===== src/rtl/spi_dma_pkg.sv =====
package spi_dma_pkg;

  localparam logic [5:0] OFF_DIV   = 6'h00;
  localparam logic [5:0] OFF_CMD   = 6'h04;
  localparam logic [5:0] OFF_RDCNT = 6'h08;
  localparam logic [5:0] OFF_BUFA  = 6'h0C;
  localparam logic [5:0] OFF_BUFB  = 6'h10;
  localparam logic [5:0] OFF_DIR   = 6'h14;
  localparam logic [5:0] OFF_DONE  = 6'h18;
  localparam logic [5:0] OFF_ADDR  = 6'h1C;

  localparam int MaxCmdBytes = 5;
  localparam int ProgLenW    = 20;

  typedef struct packed {
    logic       shiftStart;
    logic [7:0] shiftData;
    logic       packByte;
    logic [1:0] packLane;
    logic       packClear;
  } dpCtl_t;

  typedef enum logic [3:0] {
    stIdle, stCmd, stCmdWait, stFetch, stProgWait,
    stRdStart, stRdWait, stWrite, stEnd, stGap
  } engState_t;

endpackage


===== src/rtl/spi_dma_dp.sv =====
module spi_dma_dp
  import spi_dma_pkg::*;
#(
  parameter int DIV_W = 8
) (
  input  logic             clk,
  input  logic             rstN,
  input  logic [DIV_W-1:0] divIn,
  input  dpCtl_t           ctl,
  input  logic             spiMiso,
  output logic             byteDone,
  output logic             spiSclk,
  output logic             spiMosi,
  output logic [31:0]      packWord,
  output logic [3:0]       packStrb
);

  logic [DIV_W-1:0] divEff;
  logic [DIV_W-1:0] divCnt;
  logic [7:0]       txSh;
  logic [7:0]       rxSh;
  logic [2:0]       bitCnt;
  logic             busy;

  always_comb divEff = (divIn == '0) ? DIV_W'(1) : divIn;

  // bit engine: half period of divEff clocks, sample on rise, shift on fall
  always_ff @(posedge clk or negedge rstN) begin
    if (!rstN) begin
      busy     <= 1'b0;
      spiSclk  <= 1'b0;
      spiMosi  <= 1'b0;
      txSh     <= '0;
      rxSh     <= '0;
      bitCnt   <= '0;
      divCnt   <= '0;
      byteDone <= 1'b0;
    end else begin
      byteDone <= 1'b0;
      if (ctl.shiftStart) begin
        busy    <= 1'b1;
        txSh    <= ctl.shiftData;
        spiMosi <= ctl.shiftData[7];
        spiSclk <= 1'b0;
        bitCnt  <= '0;
        divCnt  <= '0;
      end else if (busy) begin
        if (divCnt == divEff - DIV_W'(1)) begin
          divCnt <= '0;
          if (!spiSclk) begin
            spiSclk <= 1'b1;
            rxSh    <= {rxSh[6:0], spiMiso};
          end else begin
            spiSclk <= 1'b0;
            if (bitCnt == 3'd7) begin
              busy     <= 1'b0;
              byteDone <= 1'b1;
            end else begin
              bitCnt  <= bitCnt + 3'd1;
              txSh    <= {txSh[6:0], 1'b0};
              spiMosi <= txSh[6];
            end
          end
        end else begin
          divCnt <= divCnt + DIV_W'(1);
        end
      end
    end
  end

  // little-endian packer for received bytes
  always_ff @(posedge clk or negedge rstN) begin
    if (!rstN) begin
      packWord <= '0;
      packStrb <= '0;
    end else if (ctl.packClear) begin
      packStrb <= '0;
    end else if (ctl.packByte) begin
      packWord[8*ctl.packLane +: 8] <= rxSh;
      packStrb[ctl.packLane]        <= 1'b1;
    end
  end

  p_mosi_low_phase_r4: assert property (@(posedge clk) disable iff (!rstN)
    !$stable(spiMosi) |-> !spiSclk)
    else $error("MOSI moved while SCLK high");

  p_sclk_idle_r4: assert property (@(posedge clk) disable iff (!rstN)
    !$stable(spiSclk) |-> $past(busy))
    else $error("SCLK toggled outside a byte");

endmodule


===== src/rtl/spi_dma_ctrl.sv =====
module spi_dma_ctrl
  import spi_dma_pkg::*;
#(
  parameter int DIV_W   = 8,
  parameter int ADDR_W  = 32,
  parameter int RDCNT_W = 16,
  parameter int CS_GAP  = 2
) (
  input  logic              clk,
  input  logic              rstN,
  input  logic              regWr,
  input  logic [5:0]        regAddr,
  input  logic [31:0]       regWdata,
  output logic [31:0]       regRdata,
  output logic [DIV_W-1:0]  divOut,
  output dpCtl_t            ctl,
  input  logic              byteDone,
  input  logic [31:0]       packWord,
  input  logic [3:0]        packStrb,
  output logic              spiCsN,
  output logic              memValid,
  output logic              memWrite,
  output logic [ADDR_W-1:0] memAddr,
  output logic [31:0]       memWdata,
  output logic [3:0]        memStrb,
  input  logic [31:0]       memRdata,
  input  logic              memReady
);

  localparam int CmdShW = 8 * MaxCmdBytes;
  localparam int GapW   = $clog2(CS_GAP + 1);

  logic [DIV_W-1:0]       divReg;
  logic [6:0]             cmdCntReg;
  logic [ProgLenW-1:0]    progReg;
  logic [RDCNT_W-1:0]     rdCntReg;
  logic [31:0]            bufA, bufB;
  logic [MaxCmdBytes-1:0] dirReg;
  logic [ADDR_W-1:0]      addrReg;
  logic                   doneR;

  engState_t              st;
  logic [CmdShW-1:0]      cmdSh;
  logic [2:0]             cmdLeft;
  logic [ProgLenW-1:0]    progLeft;
  logic [RDCNT_W-1:0]     rdLeft;
  logic [ADDR_W-1:0]      curAddr, wbAddr;
  logic [GapW-1:0]        gapCnt;

  logic              busy, startReq, startAcc;
  logic [CmdShW-1:0] srcCmd, maskedCmd;
  logic [2:0]        reqCnt;

  assign busy     = (st != stIdle);
  assign startReq = regWr && (regAddr == OFF_CMD) && regWdata[7];
  assign startAcc = startReq && !busy;
  assign srcCmd   = {bufB[7:0], bufA};
  assign reqCnt   = (regWdata[6:0] > 7'(MaxCmdBytes)) ? 3'(MaxCmdBytes) : regWdata[2:0];
  assign divOut   = divReg;

  for (genvar i = 0; i < MaxCmdBytes; i++) begin : g_cmdByte
    assign maskedCmd[8*i +: 8] = dirReg[i] ? srcCmd[8*i +: 8] : 8'h00;
  end

  function automatic engState_t nextPhase(input logic [ProgLenW-1:0] p,
                                          input logic [RDCNT_W-1:0] r);
    if (p != '0)      return stFetch;
    else if (r != '0) return stRdStart;
    else              return stEnd;
  endfunction

  // register file
  always_ff @(posedge clk or negedge rstN) begin
    if (!rstN) begin
      divReg    <= '0;
      cmdCntReg <= '0;
      progReg   <= '0;
      rdCntReg  <= '0;
      bufA      <= '0;
      bufB      <= '0;
      dirReg    <= '0;
      addrReg   <= '0;
    end else if (regWr) begin
      unique case (regAddr)
        OFF_DIV:   divReg   <= regWdata[DIV_W-1:0];
        OFF_CMD: begin
          cmdCntReg <= regWdata[6:0];
          progReg   <= regWdata[8 +: ProgLenW];
        end
        OFF_RDCNT: rdCntReg <= regWdata[RDCNT_W-1:0];
        OFF_BUFA:  bufA     <= regWdata;
        OFF_BUFB:  bufB     <= regWdata;
        OFF_DIR:   dirReg   <= regWdata[MaxCmdBytes-1:0];
        OFF_ADDR:  addrReg  <= regWdata[ADDR_W-1:0];
        default: ;
      endcase
    end
  end

  always_comb begin
    unique case (regAddr)
      OFF_DIV:   regRdata = 32'(divReg);
      OFF_CMD:   regRdata = {4'b0, progReg, 1'b0, cmdCntReg};
      OFF_RDCNT: regRdata = 32'(rdCntReg);
      OFF_BUFA:  regRdata = bufA;
      OFF_BUFB:  regRdata = bufB;
      OFF_DIR:   regRdata = 32'(dirReg);
      OFF_DONE:  regRdata = {31'b0, doneR};
      OFF_ADDR:  regRdata = 32'(addrReg);
      default:   regRdata = '0;
    endcase
  end

  // transaction sequencer
  always_ff @(posedge clk or negedge rstN) begin
    if (!rstN) begin
      st       <= stIdle;
      cmdSh    <= '0;
      cmdLeft  <= '0;
      progLeft <= '0;
      rdLeft   <= '0;
      curAddr  <= '0;
      wbAddr   <= '0;
      gapCnt   <= '0;
      doneR    <= 1'b0;
      spiCsN   <= 1'b1;
    end else begin
      unique case (st)
        stIdle: if (startAcc) begin
          cmdSh    <= maskedCmd;
          cmdLeft  <= reqCnt;
          progLeft <= regWdata[8 +: ProgLenW];
          rdLeft   <= rdCntReg;
          curAddr  <= addrReg;
          doneR    <= 1'b0;
          spiCsN   <= 1'b0;
          st       <= stCmd;
        end
        stCmd: st <= (cmdLeft == '0) ? nextPhase(progLeft, rdLeft) : stCmdWait;
        stCmdWait: if (byteDone) begin
          cmdSh   <= cmdSh >> 8;
          cmdLeft <= cmdLeft - 3'd1;
          st      <= stCmd;
        end
        stFetch: if (memReady) st <= stProgWait;
        stProgWait: if (byteDone) begin
          curAddr  <= curAddr + ADDR_W'(1);
          progLeft <= progLeft - ProgLenW'(1);
          st       <= nextPhase(progLeft - ProgLenW'(1), rdLeft);
        end
        stRdStart: st <= stRdWait;
        stRdWait: if (byteDone) begin
          curAddr <= curAddr + ADDR_W'(1);
          rdLeft  <= rdLeft - RDCNT_W'(1);
          wbAddr  <= {curAddr[ADDR_W-1:2], 2'b00};
          st      <= (curAddr[1:0] == 2'd3 || rdLeft == RDCNT_W'(1)) ? stWrite : stRdStart;
        end
        stWrite: if (memReady) st <= (rdLeft == '0) ? stEnd : stRdStart;
        stEnd: begin
          spiCsN <= 1'b1;
          gapCnt <= '0;
          st     <= stGap;
        end
        stGap: begin
          if (gapCnt == GapW'(CS_GAP - 1)) begin
            doneR <= 1'b1;
            st    <= stIdle;
          end else begin
            gapCnt <= gapCnt + GapW'(1);
          end
        end
        default: st <= stIdle;
      endcase
    end
  end

  always_comb begin
    ctl.shiftStart = ((st == stCmd) && (cmdLeft != '0)) ||
                     ((st == stFetch) && memReady) || (st == stRdStart);
    if (st == stCmd)        ctl.shiftData = cmdSh[7:0];
    else if (st == stFetch) ctl.shiftData = memRdata[8*curAddr[1:0] +: 8];
    else                    ctl.shiftData = 8'h00;
    ctl.packByte  = (st == stRdWait) && byteDone;
    ctl.packLane  = curAddr[1:0];
    ctl.packClear = (st == stWrite) && memReady;
  end

  assign memValid = (st == stFetch) || (st == stWrite);
  assign memWrite = (st == stWrite);
  assign memAddr  = (st == stWrite) ? wbAddr : {curAddr[ADDR_W-1:2], 2'b00};
  assign memWdata = packWord;
  assign memStrb  = (st == stWrite) ? packStrb : 4'b0000;

  p_start_clears_done_r9: assert property (@(posedge clk) disable iff (!rstN)
    startAcc |=> !doneR)
    else $error("done not cleared by start");

  p_gap_before_done_r9: assert property (@(posedge clk) disable iff (!rstN)
    $rose(doneR) |-> spiCsN && $past(spiCsN) && $past(spiCsN, 2))
    else $error("done raised without chip-select gap");

  p_busy_start_ignored_r10: assert property (@(posedge clk) disable iff (!rstN)
    (startReq && busy) |=> cmdLeft <= $past(cmdLeft))
    else $error("start accepted while busy");

  p_req_hold_r6: assert property (@(posedge clk) disable iff (!rstN)
    (memValid && !memReady) |=> memValid && $stable(memAddr) && $stable(memWrite))
    else $error("memory request dropped or changed before ready");

  p_write_strobe_r7: assert property (@(posedge clk) disable iff (!rstN)
    (memValid && memWrite) |-> (memStrb != 4'b0000))
    else $error("memory write with no byte enabled");

endmodule


===== src/rtl/spi_flash_dma.sv =====
module spi_flash_dma
  import spi_dma_pkg::*;
#(
  parameter int DIV_W   = 8,
  parameter int ADDR_W  = 32,
  parameter int RDCNT_W = 16,
  parameter int CS_GAP  = 2
) (
  input  logic              clk,
  input  logic              rstN,
  input  logic              regWr,
  input  logic [5:0]        regAddr,
  input  logic [31:0]       regWdata,
  output logic [31:0]       regRdata,
  output logic              spiSclk,
  output logic              spiCsN,
  output logic              spiMosi,
  input  logic              spiMiso,
  output logic              memValid,
  output logic              memWrite,
  output logic [ADDR_W-1:0] memAddr,
  output logic [31:0]       memWdata,
  output logic [3:0]        memStrb,
  input  logic [31:0]       memRdata,
  input  logic              memReady
);

  dpCtl_t           ctl;
  logic [DIV_W-1:0] divVal;
  logic             byteDone;
  logic [31:0]      packWord;
  logic [3:0]       packStrb;

  spi_dma_ctrl #(
    .DIV_W(DIV_W), .ADDR_W(ADDR_W), .RDCNT_W(RDCNT_W), .CS_GAP(CS_GAP)
  ) u_ctrl (
    .clk(clk), .rstN(rstN),
    .regWr(regWr), .regAddr(regAddr), .regWdata(regWdata), .regRdata(regRdata),
    .divOut(divVal), .ctl(ctl), .byteDone(byteDone),
    .packWord(packWord), .packStrb(packStrb),
    .spiCsN(spiCsN),
    .memValid(memValid), .memWrite(memWrite), .memAddr(memAddr),
    .memWdata(memWdata), .memStrb(memStrb), .memRdata(memRdata), .memReady(memReady)
  );

  spi_dma_dp #(.DIV_W(DIV_W)) u_dp (
    .clk(clk), .rstN(rstN), .divIn(divVal), .ctl(ctl), .spiMiso(spiMiso),
    .byteDone(byteDone), .spiSclk(spiSclk), .spiMosi(spiMosi),
    .packWord(packWord), .packStrb(packStrb)
  );

  p_sclk_in_frame_r5: assert property (@(posedge clk) disable iff (!rstN)
    spiSclk |-> !spiCsN)
    else $error("SCLK high with chip select released");

endmodule


===== config.mk =====
export PLATFORM = sky130hd
export DESIGN_NAME = spi_flash_dma
export DESIGN_NICKNAME = d
export VERILOG_FILES = /design/src/rtl/spi_dma_pkg.sv /design/src/rtl/spi_dma_dp.sv /design/src/rtl/spi_dma_ctrl.sv /design/src/rtl/spi_flash_dma.sv
export SDC_FILE = /design/constraint.sdc
export NUM_CORES = 1
export LEC_CHECK = 0
export BUFFER_PORTS_ARGS = -buffer_cell sky130_fd_sc_hd__buf_2
export CAP_MARGIN = 20
export CORE_ASPECT_RATIO = 2
export CORE_MARGIN = 2
export CORE_UTILIZATION = 45
export CTS_CLUSTER_DIAMETER = 120
export DETAILED_ROUTE_END_ITERATION = 12
export PLACE_DENSITY = 0.69
export SYNTH_ARGS = -nofsm -noshare
export SYNTH_HDL_FRONTEND = slang
export SYNTH_HIERARCHICAL = 1
export SYNTH_SLANG_ARGS = --single-unit

===== constraint.sdc =====
create_clock -name clk -period 5.62 [get_ports clk]
set_clock_uncertainty 0.2 [all_clocks]
set_input_delay 0.843 -clock clk [delete_from_list [all_inputs] [get_ports clk]]
set_output_delay 0.843 -clock clk [all_outputs]
set_load 0.005 [all_outputs]

==> results of run 1 <==
-- cells in the mapped netlist (4+ instances only) --
library cell / n / area [sq um]
sky130_fd_sc_hd__a211oi_1: 5 / 37.5
sky130_fd_sc_hd__a21o_1: 4 / 30.0
sky130_fd_sc_hd__a21oi_1: 113 / 566
sky130_fd_sc_hd__a222oi_1: 32 / 320
sky130_fd_sc_hd__a22o_1: 33 / 289
sky130_fd_sc_hd__a22oi_1: 30 / 225
sky130_fd_sc_hd__a2bb2oi_1: 4 / 35.0
sky130_fd_sc_hd__a31oi_1: 48 / 300
sky130_fd_sc_hd__and2_1: 11 / 68.8
sky130_fd_sc_hd__and3_1: 11 / 68.8
sky130_fd_sc_hd__and4_1: 5 / 43.8
sky130_fd_sc_hd__buf_1: 19 / 71.3
sky130_fd_sc_hd__buf_2: 4 / 20.0
sky130_fd_sc_hd__buf_4: 37 / 278
sky130_fd_sc_hd__clkbuf_1: 95 / 357
sky130_fd_sc_hd__dfrtp_1: 366 / 9160
sky130_fd_sc_hd__ha_1: 19 / 238
sky130_fd_sc_hd__inv_1: 35 / 131
sky130_fd_sc_hd__mux2_2: 184 / 2070
sky130_fd_sc_hd__mux2i_1: 10 / 100
sky130_fd_sc_hd__mux4_2: 8 / 180
sky130_fd_sc_hd__nand2_1: 267 / 1000
sky130_fd_sc_hd__nand2b_1: 6 / 37.5
sky130_fd_sc_hd__nand3_1: 71 / 355
sky130_fd_sc_hd__nand4_1: 23 / 144
sky130_fd_sc_hd__nor2_1: 135 / 507
sky130_fd_sc_hd__nor2b_1: 7 / 43.8
sky130_fd_sc_hd__nor3_1: 47 / 235
sky130_fd_sc_hd__nor3b_1: 5 / 37.5
sky130_fd_sc_hd__nor4_1: 14 / 87.6
sky130_fd_sc_hd__nor4b_1: 5 / 43.8
sky130_fd_sc_hd__o21ai_0: 97 / 485
sky130_fd_sc_hd__o22a_1: 5 / 43.8
sky130_fd_sc_hd__o22ai_1: 27 / 169
sky130_fd_sc_hd__o31ai_1: 14 / 105
sky130_fd_sc_hd__o32ai_1: 4 / 35.0
sky130_fd_sc_hd__or3_1: 14 / 87.6
sky130_fd_sc_hd__xnor2_1: 12 / 105
-- routing by layer --
| metal | vias up | GRT usage |
|---|---|---|
| li1 | 6972 | - |
| met3 | 186 | 0.0275 |
| met2 | 586 | 0.465 |
| met5 | - | 0 |
| met4 | 0 | 0.161 |
| met1 | 7626 | 0.285 |
-- path summary, 6_finish.rpt --
kind,startpoint,to,slack (ps),cells after the start
min reg2reg,u_ctrl/cmdSh[38]$_DFFE_PN0P_,u_ctrl/cmdSh[38]$_DFFE_PN0P_,270,2
min,rstN,u_ctrl/rdCntReg[4]$_DFFE_PN0P_,60,1
max in group asynchronous,rstN,u_ctrl/addrReg[17]$_DFFE_PN0P_,4030,2
max,regAddr[1],regRdata[15],1740,7
min in group clk,u_ctrl/cmdSh[38]$_DFFE_PN0P_,u_ctrl/cmdSh[38]$_DFFE_PN0P_,270,2
max reg2reg,u_ctrl/st[2]$_DFFE_PN0P_,u_dp/packWord[17]$_DFFE_PN0P_,1920,10
-- area by class of cell --
class | count | share of cell area
tap | 535 | 0.0321
clock buffer | 54 | 0.0503
clock inverter | 8 | 0.00342
multi-input combinational | 1316 | 0.411
timing repair buffer | 208 | 0.0566
inverter | 36 | 0.00647
antenna | 2 | 0.000240
sequential | 367 | 0.440
-- cell families after synthesis --
logic type / Yosys count
fa+ha+maj: 19
mux: 202
buf+inv: 195
flops: 367
other cells: 1
simple gates: 639
xor+xnor: 14
compound gates: 440
-- power by group --
group          internal [mW]  total (mW)  switching (mW)
Clock                   1.34        2.37            1.03
Combinational          0.624        1.56           0.933
Sequential              2.99        3.44           0.456
Total                   4.95        7.37            2.42
-- stage by stage --
stage          cells  instance area [sq um]  worst slack (ps)
5_1_grt         2526                  20900              1670
4_1_cts         2523                  20900              1770
3_5_place_dp    2461                  19700              1750
2_1_floorplan   1878                  18600              2230
6_report        2526                  20900              1740
3_3_place_gp    2460                  19700              1760
-- sequential cells by signal, summed over array words and instances, names as in the netlist, 7 cells and up --
| register | count |
|---|---|
| u_ctrl/addrReg | 32 |
| u_ctrl/bufA | 32 |
| u_ctrl/bufB | 32 |
| u_ctrl/cmdCntReg | 7 |
| u_ctrl/cmdSh | 40 |
| u_ctrl/curAddr | 32 |
| u_ctrl/divOut | 8 |
| u_ctrl/progLeft | 20 |
| u_ctrl/progReg | 20 |
| u_ctrl/rdCntReg | 16 |
| u_ctrl/rdLeft | 16 |
| u_ctrl/wbAddr | 30 |
| u_dp/divCnt | 8 |
| u_dp/packWord | 32 |
| u_dp/rxSh | 8 |
| u_dp/txSh | 7 |
==> metrics.md, run 1 <==
| Metric | Value |
|---|---|
| Post-CTS setup-driven buffer insertion count | 0 |
| Maximum clock rate | 0.258 GHz |
| Count of flip-flops with a built-in enable after synthesis | 0 |
| Netlist area before placement | 18600 sq um |
| Via density per instance | 6.08 |
| Proportion of layout cells with a drive suffix above 1 | 0.239 |
| Setup TNS | 0 ps |
| Synth-to-Final Area Change | 12.0% |
| Max-slew violations | 0 |
| Setup Viol. Count Final | 0 |
| Share of async-settable or async-resettable flops after synthesis | 1.00 |
| Avg WL per Cell | around 22 um |
| Final weighted congestion of routability-driven global placement | 0.966 |
| Overall die width | 148 um |
| Number of placed I/O pins | 180 |
| Clock insertion delay at the later pin of the skew report | about 540 ps |
| Multiplexer area fraction after synthesis | 0.126 |
| Crit path buf inv count | 2 |
| Max-slew headroom at the worst pin | 0.306 |
| Total wire length after detailed routing | 55600 um |
| Amount of wire on met3 after detailed routing | around 2500 um |
| Share of the synthesized netlist area taken by xor and xnor gates | 0.00658 |
| Max Root-Sink Buffers | 3 |
| Top library cells by usage in the layout, fill and taps aside | sky130_fd_sc_hd__dfrtp_1, sky130_fd_sc_hd__nand2_1, sky130_fd_sc_hd__mux2_2 |
| Critical path type | input port to primary output |
| Hold Path Class | input port to asynchronous set/reset pin |
| Status | finished, final reports clean |
| TritonCTS clock tree | yes |
| Number of port buffers | 177 |
| H-Tree Depth | 2 |
| Register clock-pin slew on the reported worst setup and hold paths | 60 ps |
| Wire length of the first global-routing pass | 87700 um |
| Worst setup SP type | input port |
| Hold slack | 63.9 ps |
| Flip-flop and latch count after synthesis | 367 |
| Layout net count | just over 2000 |
| Total number of clock tree sinks | 367 |
| Most common cell after layout, fill and taps aside | sky130_fd_sc_hd__dfrtp_1 |
| Critical Path Most Common Cell | sky130_fd_sc_hd__buf_2 |
| Number of fillers in the final layout | 3749 |
| Overflow left after global routing | 0 |
| Root cell of the clock tree | sky130_fd_sc_hd__clkbuf_16 |
| Synth warn | 6 |
| Final cell utilization of the core | 0.509 |
| Time the worst path needs with I/O delays and setup | about 3900 ps |
| RSZ-0062 raised after global routing | false |
| Met2 wire length | 29000 um |
| Core Box Area | approximately 41000 sq um |
| Number of buffers inserted for hold repair after clock tree synthesis | 0 |
| Data required time at the worst endpoint | 4580 ps |
| Delay of the slowest critical-path stage | roughly 730 ps |
| Cell leakage power | 9.86 nW |
| Portion of the post-synthesis area used by sequential elements | 0.493 |
| Post-synthesis average cell area | just under 10 sq um |
| Total count of hold-check failures in the final report | 0 |
| Synthesized instance count | 1877 |
| Area fraction in compound gates after synthesis | 0.154 |
| Family with the most delay on the worst path | simple AND/OR/NAND/NOR gates |
| Starting utilization of the core area | 0.455 |
| Highest metal used | met4 |
| Adder-cell share of the synthesized area | 0.0128 |
| Largest family of logic cells by synthesized area | simple AND/OR/NAND/NOR gates |
| Worst Tran Pin Value | 1040 ps |
| Maximum Capacitance Violations | 0 |
| P per Cell Area | 353 nW/um^2 |
| Detailed-router iteration count before antenna repair | 7 |
| Critical Path Fanout Max | 16 |
| Largest net degree at the start of global routing | 130 |
| Total Power | 7.37 mW |
| Inserted Clock Buffers | 35 |
| Number of distinct library cells after synthesis | 75 |
| Number of antenna violations at the first check in global routing | 2 |
| Die Height | 292 um |
| Synth Area in Simple Gates | 0.159 |
| Sequential cell area | 9190 sq um |
| Cell type of the slowest stage on the worst timing path | sky130_fd_sc_hd__and2_1 |
| Die footprint | 43200 sq um |
| Tot GR Track Use | 0.257 |
| Metal1 wirelength | 20200 um |
| Peak supply drop | between 0.15 and 0.2 mV |
| Number of global-route vias before repair | 15700 |
| Number of cell rows | 105 |
| Antenna Violating Nets Remaining | 0 |
| CP arrival | 2830 ps |
| Main flop type after synthesis | sky130_fd_sc_hd__dfrtp_1 |
| Share of the clock period used by the worst path after layout | 0.690 |
| Post-detailed-route DRC marker count | 0 |
| Multi-input logic area | 8570 sq um |
| Via count of the routed design | 15400 |
| Critical path cell sequence | buf_2 -> or3_1 -> nor3_1 -> and2_1 -> a22oi_1 -> nand2_1 -> buf_2 |
| HPWL reported at the end of detailed placement | 39900 um |
| Post-CTS sizing | 0 |
| Number of DRC violations after detailed-routing iteration 0 | 1603 |
| Kind of end point of the critical path | primary output |
(Power assumes the default switching activity.)
==> run 2: changes to the inputs <==
--- a/config.mk
+++ b/config.mk
@@ -12,7 +12,7 @@
 export CORE_UTILIZATION = 45
 export CTS_CLUSTER_DIAMETER = 120
 export DETAILED_ROUTE_END_ITERATION = 12
-export PLACE_DENSITY = 0.69
+export PLACE_DENSITY = 0.72
 export SYNTH_ARGS = -nofsm -noshare
 export SYNTH_HDL_FRONTEND = slang
 export SYNTH_HIERARCHICAL = 1
==> constraint.sdc (replaced) <==
create_clock -name clk -period 3.39 [get_ports clk]
set_clock_uncertainty 0.2 [all_clocks]
set_input_delay 0.5085 -clock clk [delete_from_list [all_inputs] [get_ports clk]]
set_output_delay 0.5085 -clock clk [all_outputs]
set_load 0.005 [all_outputs]
==> metrics.md, run 2 (synthesis results as in run 1) <==
| Metric | Value |
|---|---|
| Via density per instance | roughly 6.1 |
| Clock insertion delay at the later pin of the skew report | 540 ps |
| Crit path from | u_ctrl/divOut[2]$_DFFE_PN0P_ |
| Largest net degree at the start of global routing | 93 |
| Critical path type | flop to flop |
| Number of global-route vias before repair | between 15000 and 20000 |
| Number of cell rows | 105 |
| Max Root-Sink Buffers | 3 |
| Fraction of power consumed by combinational cells | 0.216 |
| Avg WL per Cell | 22.0 um |
| Starting utilization of the core area | 0.455 |
| Sw Share | 0.325 |
| Data required time at the worst endpoint | 3610 ps |
| CP arrival | 3380 ps |
| Setup Viol. Count Final | 0 |
| Startpoint of the lowest-slack hold path | regWdata[31] |
| HPWL reported at the end of detailed placement | around 41000 um |
| Cell leakage power | 10.0 nW |
| Largest register by flop count | u_ctrl/cmdSh |
| Root cell of the clock tree | sky130_fd_sc_hd__clkbuf_16 |
| Post-CTS setup-driven buffer insertion count | 0 |
| Layout net count | 2083 |
| Die Height | 292 um |
| Max-slew headroom at the worst pin | 0.379 |
| Number of port buffers | 177 |
| Hold slack | 46.5 ps |
| Setup TNS | 0 ps |
| Clock power frac | 0.332 |
| Number of antenna violations at the first check in global routing | 1 |
| Number of DRC violations after detailed-routing iteration 0 | roughly 1400 |
| Synth-to-Final Area Change | 14.0% |
| Number of placed I/O pins | 180 |
| Startpoint of the worst register-to-register path | u_ctrl/divOut[2]$_DFFE_PN0P_ |
| Post-detailed-route DRC marker count | 0 |
| Top library cells by usage in the layout, fill and taps aside | sky130_fd_sc_hd__dfrtp_1, sky130_fd_sc_hd__nand2_1, sky130_fd_sc_hd__mux2_2 |
| Max-slew violations | 0 |
| Core Box Area | 41000 sq um |
| Tot GR Track Use | 0.259 |
| Final weighted congestion of routability-driven global placement | around 0.9 |
| Register clock-pin slew on the reported worst setup and hold paths | 70 ps |
| Kind of end point of the critical path | flop |
| Most common cell after layout, fill and taps aside | sky130_fd_sc_hd__dfrtp_1 |
| Internal Dissipation | 8.45 mW |
| Wire length of the first global-routing pass | 87900 um |
| Peak supply drop | between 0.3 and 0.4 mV |
| Share of the clock period used by the worst path after layout | 0.932 |
| Antenna Violating Nets Remaining | 0 |
| Total count of hold-check failures in the final report | 0 |
| Proportion of layout cells with a drive suffix above 1 | 0.252 |
| Total wire length after detailed routing | 56100 um |
| Worst setup SP type | flop |
| Flop pwr share | 0.452 |
| Status | finished, final reports clean |
| Die footprint | 43200 sq um |
| Time the worst path needs with I/O delays and setup | 3160 ps |
| Worst setup timing slack at the placement stage | 249 ps |
| Overflow left after global routing | 0 |
| RSZ-0062 raised after global routing | false |
| Maximum Capacitance Violations | 0 |
| Worst Tran Pin Value | 930 ps |
| Setup slack of the critical path after layout | 231 ps |
| Ant diodes | 0 |
| Via count of the routed design | 15500 |
| Overall die width | roughly 150 um |
| Max FFs per register | 40 |
| Sequential cell area | 9190 sq um |
| Hold Path Class | input port to flop |
| H-Tree Depth | 2 |
| Multi-input logic area | 8580 sq um |
| Critical Path Fanout Max | 8 |
| Final cell utilization of the core | 0.518 |
| TritonCTS clock tree | yes |
| Number of fillers in the final layout | 3709 |
| Detailed-router iteration count before antenna repair | 8 |
| Psw | 4.06 mW |
| Inserted Clock Buffers | 34 |
| Maximum clock rate | 0.317 GHz |
| P per Cell Area | 589 nW/um^2 |
| Total number of clock tree sinks | ~370 |
## run 2: changes by cell type in the layout (fill, tap and decap cells not counted), moves of 2 or more
| cell | before | now |
|---|---|---|
| sky130_fd_sc_hd__bufinv_16 | 1 | 5 |
| sky130_fd_sc_hd__dlygate4sd3_1 | 0 | 2 |
| sky130_fd_sc_hd__buf_4 | 27 | 42 |
| sky130_fd_sc_hd__clkbuf_1 | 11 | 3 |
| sky130_fd_sc_hd__inv_6 | 0 | 2 |
| sky130_fd_sc_hd__buf_12 | 2 | 13 |
| sky130_fd_sc_hd__clkinvlp_4 | 1 | 3 |
| sky130_fd_sc_hd__diode_2 | 2 | 0 |
| sky130_fd_sc_hd__clkbuf_16 | 37 | 35 |
## run 2: cell type report
| class | count | share of cell area |
|---|---|---|
| clock buffers | 44 | 0.0456 |
| well taps | 535 | 0.0315 |
| repair buffers | 234 | 0.0702 |
| inverters | 36 | 0.00654 |
| flip-flops and latches | 367 | 0.432 |
| clock inverters | 15 | 0.0104 |
| multi-input cells | 1316 | 0.404 |
## run 2: power groups by stage
| stage | Combinational, mW | Sequential (mW) | Clock [mW] |
|---|---|---|---|
| global placement | 2.61 | 5.67 | 0 |
| CTS | 2.69 | 5.63 | 4.23 |
| floorplan | 1.96 | 5.37 | 0 |
| detailed placement | 2.67 | 5.70 | 0 |
| global route | 3.00 | 5.71 | 4.41 |
| finish | 2.70 | 5.65 | 4.16 |
## run 2: timing repair
action | in CTS | in global routing
hold buffers | 2 | 0
resized for setup | 0 | 2
endpoints found under the hold margin | 84 | 0
setup endpoints to repair | 0 | 8
## run 2: worst paths after layout
check                           slack (ps)                               to  cells past startpoint
worst min-delay path                    50   u_ctrl/addrReg[31]$_DFFE_PN0P_                      2
max in group asynchronous             1650   u_ctrl/progLeft[9]$_DFFE_PN0P_                      3
worst max-delay path                   230         u_dp/rxSh[5]$_DFFE_PN0P_                      9
worst min register to register         280     u_ctrl/cmdSh[32]$_DFFE_PN0P_                      2
worst max register to register         230         u_dp/rxSh[5]$_DFFE_PN0P_                      9
min in group asynchronous              370  u_ctrl/cmdCntReg[6]$_DFFE_PN0P_                      2
## run 2: worst max-delay path, stage by stage, from the launching register on
cell	delay (ps)
sky130_fd_sc_hd__dfrtp_1	450
sky130_fd_sc_hd__nor4_2	420
sky130_fd_sc_hd__a21oi_1	170
sky130_fd_sc_hd__ha_1	240
sky130_fd_sc_hd__nor3b_1	150
sky130_fd_sc_hd__xnor2_1	130
sky130_fd_sc_hd__nor2_1	130
sky130_fd_sc_hd__nand4_1	200
sky130_fd_sc_hd__nor4_4	540
sky130_fd_sc_hd__mux2_2	400
## run 2: routing by layer
layer / vias up / part of all wire / GRT usage
met3: 196 / 0.052 / 0.0297
li1: 7009 / - / -
met4: 0 / 0.078 / 0.179
met2: 645 / 0.52 / 0.471
met1: 7634 / 0.35 / 0.276
met5: - / 0 / 0
## run 2: metrics by stage
| step | total power, mW | area (sq um) | std cells |
|---|---|---|---|
| 6_report | 12.5 | 21300 | 2547 |
| 2_1_floorplan | 7.33 | 18600 | 1878 |
| 3_5_place_dp | 8.38 | 20000 | 2486 |
| 4_1_cts | 12.5 | 21200 | 2547 |
| 3_3_place_gp | 8.28 | 20000 | 2486 |
| 5_1_grt | 13.1 | 21300 | 2547 |
